### src/rtl/ihr_pkg.sv
package ihr_pkg;
    typedef enum logic [1:0] {
        ST_OFF,
        ST_REGULATE,
        ST_SHIFT_WAIT
    } ctrl_state_e;
endpackage

### src/rtl/ihr_rotor.sv
module ihr_rotor #(
    parameter int NUM_PH = 10
) (
    input  logic              clk,
    input  logic              rst_n,
    input  logic              en,
    input  logic              fire,
    output logic [NUM_PH-1:0] inj
);
    localparam int PTR_W = (NUM_PH > 1) ? $clog2(NUM_PH) : 1;
    localparam logic [PTR_W-1:0] LAST = PTR_W'(NUM_PH - 1);

    logic [PTR_W-1:0]  ptr_q;
    logic [NUM_PH-1:0] sel_dec;
    logic [NUM_PH-1:0] inj_q;

    generate
        for (genvar g = 0; g < NUM_PH; g++) begin : g_dec
            assign sel_dec[g] = (ptr_q == PTR_W'(g));
        end
    endgenerate

    always_ff @(posedge clk or negedge rst_n) begin
        if (!rst_n) begin
            ptr_q <= '0;
            inj_q <= '0;
        end else if (!en) begin
            ptr_q <= '0;
            inj_q <= '0;
        end else if (fire) begin
            ptr_q <= (ptr_q == LAST) ? '0 : ptr_q + 1'b1;
            inj_q <= sel_dec;
        end else begin
            inj_q <= '0;
        end
    end

    assign inj = inj_q;

    AST_ONE_STROBE: assert property (@(posedge clk) disable iff (!rst_n)
        $onehot0(inj_q));
    AST_QUIET_OFF: assert property (@(posedge clk) disable iff (!rst_n)
        !en |=> (inj_q == '0));

    generate
        if (NUM_PH > 1) begin : g_width
            for (genvar w = 0; w < NUM_PH; w++) begin : g_w
                AST_ONE_WIDE: assert property (@(posedge clk) disable iff (!rst_n)
                    inj_q[w] |=> !inj_q[w]);
            end
        end
    endgenerate
endmodule

### src/rtl/ihr_gear.sv
module ihr_gear #(
    parameter int RATIO_W    = 3,
    parameter int NUM_RATIOS = 7
) (
    input  logic               clk,
    input  logic               rst_n,
    input  logic [RATIO_W-1:0] req,
    input  logic               allow,
    output logic [RATIO_W-1:0] ratio_sel,
    output logic               mismatch,
    output logic               err
);
    localparam logic [RATIO_W-1:0] LIMIT = RATIO_W'(NUM_RATIOS);

    logic [RATIO_W-1:0] ratio_q;
    logic               err_q;
    logic               valid;

    assign valid    = (req < LIMIT);
    assign mismatch = valid && (req != ratio_q);

    always_ff @(posedge clk or negedge rst_n) begin
        if (!rst_n) begin
            ratio_q <= '0;
            err_q   <= 1'b0;
        end else begin
            err_q <= !valid;
            if (allow && mismatch) begin
                ratio_q <= req;
            end
        end
    end

    assign ratio_sel = ratio_q;
    assign err       = err_q;

    AST_HOLD_ON_INJ: assert property (@(posedge clk) disable iff (!rst_n)
        !allow |=> $stable(ratio_q));
    AST_BAD_CODE: assert property (@(posedge clk) disable iff (!rst_n)
        !valid |=> ($stable(ratio_q) && err_q));
endmodule

### src/rtl/ihr_ctrl.sv
module ihr_ctrl #(
    parameter int NUM_PH     = 10,
    parameter int RATIO_W    = 3,
    parameter int NUM_RATIOS = 7
) (
    input  logic               clk,
    input  logic               rst_n,
    input  logic               en,
    input  logic               cmp_low,
    input  logic [RATIO_W-1:0] ratio_req,
    output logic [NUM_PH-1:0]  inj,
    output logic [RATIO_W-1:0] ratio_sel,
    output logic               busy,
    output logic               ratio_err
);
    import ihr_pkg::*;

    ctrl_state_e state_q, state_d;
    logic        fire;
    logic        mismatch;

    assign fire = en && cmp_low;

    ihr_rotor #(.NUM_PH(NUM_PH)) u_rotor (
        .clk   (clk),
        .rst_n (rst_n),
        .en    (en),
        .fire  (fire),
        .inj   (inj)
    );

    ihr_gear #(.RATIO_W(RATIO_W), .NUM_RATIOS(NUM_RATIOS)) u_gear (
        .clk       (clk),
        .rst_n     (rst_n),
        .req       (ratio_req),
        .allow     (!fire),
        .ratio_sel (ratio_sel),
        .mismatch  (mismatch),
        .err       (ratio_err)
    );

    always_comb begin
        state_d = state_q;
        unique case (state_q)
            ST_OFF, ST_REGULATE, ST_SHIFT_WAIT: begin
                if (!en)                       state_d = ST_OFF;
                else if (fire && mismatch)     state_d = ST_SHIFT_WAIT;
                else                           state_d = ST_REGULATE;
            end
            default: state_d = ST_OFF;
        endcase
    end

    always_ff @(posedge clk or negedge rst_n) begin
        if (!rst_n) state_q <= ST_OFF;
        else        state_q <= state_d;
    end

    always_comb begin
        busy = (state_q == ST_SHIFT_WAIT);
    end

    AST_FIRE_STROBE: assert property (@(posedge clk) disable iff (!rst_n)
        fire |=> (inj != '0));
    AST_RATIO_QUIET: assert property (@(posedge clk) disable iff (!rst_n)
        !$stable(ratio_sel) |-> (inj == '0));
endmodule

### config.mk
export PLATFORM = sky130hd
export DESIGN_NAME = ihr_ctrl
export DESIGN_NICKNAME = d
export VERILOG_FILES = /design/src/rtl/ihr_pkg.sv /design/src/rtl/ihr_rotor.sv /design/src/rtl/ihr_gear.sv /design/src/rtl/ihr_ctrl.sv
export SDC_FILE = /design/constraint.sdc
export NUM_CORES = 1
export LEC_CHECK = 0
export BUFFER_PORTS_ARGS = -buffer_cell sky130_fd_sc_hd__buf_2
export CAP_MARGIN = 25
export CORE_MARGIN = 5
export CORE_UTILIZATION = 50
export DETAILED_ROUTE_END_ITERATION = 6
export PLACE_DENSITY = 0.78
export SLEW_MARGIN = 40
export SYNTH_ARGS = -nofsm -noshare
export SYNTH_HDL_FRONTEND = slang
export SYNTH_HIERARCHICAL = 1
export SYNTH_SLANG_ARGS = --single-unit
### constraint.sdc
create_clock -name clk -period 2.42 [get_ports clk]
set_input_delay 0.242 -clock clk [delete_from_list [all_inputs] [get_ports clk]]
set_output_delay 0.242 -clock clk [all_outputs]
set_load 0.005 [all_outputs]
After elaboration in Yosys (flattened, before gate mapping)
Index checks and enable logic that the tools add are counted.
- output and inout bits: 15
- bits of input ports: 7
- logic and storage cells: 37
- register bits after elaboration: 20
- order comparisons: 1
- equality and inequality tests: 13
- add/sub/neg operators: 1
- muxes and demuxes: 8
- reductions and logical operators: 9
- operator list (operator ; count):
    10-bit 2-to-1 mux ; 2
    4-bit by 3-bit == test with 1-bit output, second input constant ; 4
    4-bit 2-to-1 mux ; 3
    4-bit by 2-bit == test with 1-bit output, second input constant ; 2
    4-bit == test, second input constant ; 2
    2-bit 2-to-1 mux ; 3
    4-bit by 1-bit adder with 4-bit output, second input constant ; 1
    4-bit by 1-bit == test with 1-bit output, second input constant ; 1
    1-bit logical AND ; 4
    4-bit logical NOT ; 1
    3-bit less-than comparator, second input constant ; 1
    3-bit inequality test ; 1
    3-bit OR reduction ; 1
    2-bit by 1-bit == test with 1-bit output, second input constant ; 1
    2-bit == test, second input constant ; 1
    1-bit logical NOT ; 2
    2-bit logical NOT ; 1
    2-bit by 1-bit inequality test with 1-bit output, second input constant ; 1

Depth between registers and ports, before layout
- depth in word-level cells: 6
- depth in mapped cells: 7
- gate-level depth less buffers: 6

Modules after synthesis
Netlist, hierarchy kept.
- by module, submodules not included (module ; cells an instance ; area each (um^2) ; seq. area each (um^2) ; instances):
    ihr_rotor ; 49 ; 556.8 ; 350.3 ; 1
    ihr_gear ; 26 ; 282.8 ; 100.1 ; 1
    ihr_ctrl ; 9 ; 95.1 ; 50.0 ; 1

Worst setup path after synthesis
OpenSTA, ideal clock, no wires.
- path kind: register -> register
- from: register u_gear.ratio_q[0], in the netlist u_gear/ratio_sel[0]
- to: register u_gear.ratio_q[0], in the netlist u_gear/ratio_sel[0]
- required time: 2.292 ns
- clock period less this slack: 1.498 ns
- cell stages (with the launch flop): 6
- data arrival time: 1.371 ns
- path buffers: 0
- path slack: 0.922 ns
- setup time: 0.128 ns
- path through: dfrtp_1 nor3_1 a21oi_1 o41ai_4 a211oi_2 mux2_1
- cells in the longest elaborated chain, start to end: 3
- RTL lines (item ; line ; source):
    from (decl) ; ihr_gear.sv:15 ; logic [RATIO_W-1:0] ratio_q;
    from (signal assigned) ; ihr_gear.sv:29 ; ratio_q <= req;
    3-bit inequality test ; ihr_gear.sv:20 ; assign mismatch = valid && (req != ratio_q);
    1-bit logical AND ; ihr_gear.sv:20 ;
    1-bit logical AND ; ihr_gear.sv:28 ; if (allow && mismatch) begin
No other way between the ends.
A chain may end at the register's enable or synchronous reset.

Worst setup path after layout
- from: register u_gear.ratio_q[2], in the netlist u_gear/ratio_sel[2]
- to: register u_gear.ratio_q[0], in the netlist u_gear/ratio_sel[0]
Same word-level chain as after synthesis.

==> impl_metrics.toml <==
[place]
placedCellCount = 127
dp_worst_setup_slack_ps = 849
hpwlAfterDp_mm = 1.17
dpl_cell_area_um2 = 1040
io_buffers = 21
routabilityCongestion = 0.868

[layout]
n_antenna_cell = 0
final_cells = 132
drive_gt1_frac = 0.327
nFillCells = 150
fin_nets = 115
fin_util = 0.632
stdcell_area_um2 = 1100
area_delta_synth_final_pct = 18.1

[worst_hold_path]
hold_class = "in2reg"

[clock_network]
cts_buffer_depth = 2
htreeDepth = 1
clock_latency_ps = 290
clk_pin_slew_worst_paths_ps = 110
cts_buffers = 3
cts_sinks = 20
postCtsSetupRepairBufs = 0
cts_tree = "yes"
clockRootBuffer = "clkbuf_4"

[sta]
drv_slew = 0
setup_ws_ps = 826
final.min_clock_period_ps = 1590
period_share = 0.658
fin_worst_skew_ps = 4.69
finalSetupViolations = 0
fmaxAchievable_mhz = 628
rsz0062_at_grt = "no"
setup-tns-final_ps = 0
tightest_slew_ps = 421
hold_viol = 0
fin_hold_ws_ps = 136
max_slew_margin = 0.719

[synth]
syn_avg_cell_area_um2 = 11.1
synth_cell_type_count = 32
yosysMostFrequentCell = "dfrtp_1"
ys_seq_area_frac = 0.535
synth_area_leaders = "dfrtp_1 54%, nor2_1 3.2%, o41ai_4 2.9%"
synth_edf_count = 0
postSynth.asyncResetShare = 1.00
yosys.area.top_type = "dfrtp_1"
syn_inst = 84
syn_area_um2 = 935
ys_ff_latch = 20
netlist_top_cells_count = "20 x dfrtp_1, 8 x nor2_1, 7 x nand2_1"
ys_warn_count = 6
synth_top_area_share = 0.535
ys.flop_type = "dfrtp_1"
syn-num-nets = 91

[routing]
drcViolationCount = 0
vias = 668
ant_nets = 0
drtIter0Drc = 10
viasPerCell = 5.06
dr.pass1.iters = 4
totalWireLength_mm = 1.60
wire_per_inst_um = 12.1

[floorplan]
initial_utilization = 0.535
die_width_um = 53.2
dieHeight_um = 53.2
num_rows = 15
io_pins = 22
dieArea_um2 = 2830
coreArea_um2 = 1750

[power]
fin_total_pwr_mw = 0.739
power.density_nw_per_um2 = 669
p_leak_nw = 0.561
ir_drop_v = 0.000282

[setup_path]
end_kind = "flip-flop"
worstSetupStartpointType = "flip-flop"
worst_ep_arrival_time_ps = 1780
worstPathRequired_ps = 2610
crit_type = "reg2reg"
crit_fanout = 4

[flow_run]
drv_cap = 0

[grt]
grt_overflow_total = 0
grt_pass1_wl_mm = 2.85
grt_pass1_vias = 646
antenna_found_initial = 0
grt_use_total = 0.136
grt_max_degree = 21

[outcome]
status = "completed"
## routing by layer
layer / wire length [um] / GRT usage / up-vias
li1: - / - / 333
met1: 715 / 0.176 / 320
met2: 811 / 0.229 / 15
met3: 71 / 0.0254 / 0
met4: 0 / 0.0383 / 0
met5: 0 / 0 / -
## placed cells by master (no fill, tap or decap), types with 2 or more instances in the layout
cell / n
buf_2: 21
dfrtp_1: 20
nor2_1: 8
nand2_1: 7
inv_1: 5
a21oi_1: 5
nor3_1: 5
nand3_1: 4
clkbuf_4: 3
nor2b_1: 3
a211oi_2: 2
xnor2_1: 2
## area by class of cell
cell class | count | area [um^2] | area share
sequential | 20 | 500 | 0.454
multi-input combinational | 55 | 382 | 0.346
timing repair buffer | 22 | 115 | 0.104
tap | 25 | 31.3 | 0.0283
clock inverter | 1 | 30.0 | 0.0272
clock buffer | 3 | 22.5 | 0.0204
inverter | 6 | 22.5 | 0.0204
## kinds of logic after synthesis
kind of cell | after synthesis | synth area share
AO/OA/AOI/OAI | 13 | 0.131
XOR/XNOR | 2 | 0.0187
buffers and inverters | 9 | 0.0562
flip-flops | 20 | 0.535
multiplexers | 4 | 0.0509
AND/OR/NAND/NOR | 36 | 0.208
## worst paths after layout
kind	end	slack, ps	cells after the start	startpoint
min in group asynchronous	state_q[0]	400	2	rst_n
hold reg to reg	state_q[0]	490	1	state_q[1]
max in group asynchronous	u_rotor/inj[0]	1720	2	rst_n
hold / removal	state_q[0]	140	2	cmp_low
setup / recovery	u_gear/ratio_sel[0]	830	5	u_gear/ratio_sel[2]
setup reg to reg	u_gear/ratio_sel[0]	830	5	u_gear/ratio_sel[2]
## power by group
| part | switching, mW | internal (mW) |
|---|---|---|
| Combinational | 0.0544 | 0.0471 |
| Clock | 0.0992 | 0.167 |
| Sequential | 0.0212 | 0.350 |
| Total | 0.175 | 0.564 |
## state kept, by name (all words and copies together), names as in the netlist
register	cells
state_q	2
u_gear/err	1
u_gear/ratio_sel	3
u_rotor/inj	10
u_rotor/ptr_q	4
## critical path, cell delays in order (launching register included)
cell and delay, ps:
dfrtp_1 420, inv_1 110, a21oi_1 220, nor3_2 90, a211oi_2 290, mux2_1 350
## what timing repair did
action,4_1_cts,5_1_grt
setup endpoints to repair,0,0
hold endpoints to repair,20,0
resized for setup,0,0
hold buffers,1,0
Power figures use the tool's default switching activity.
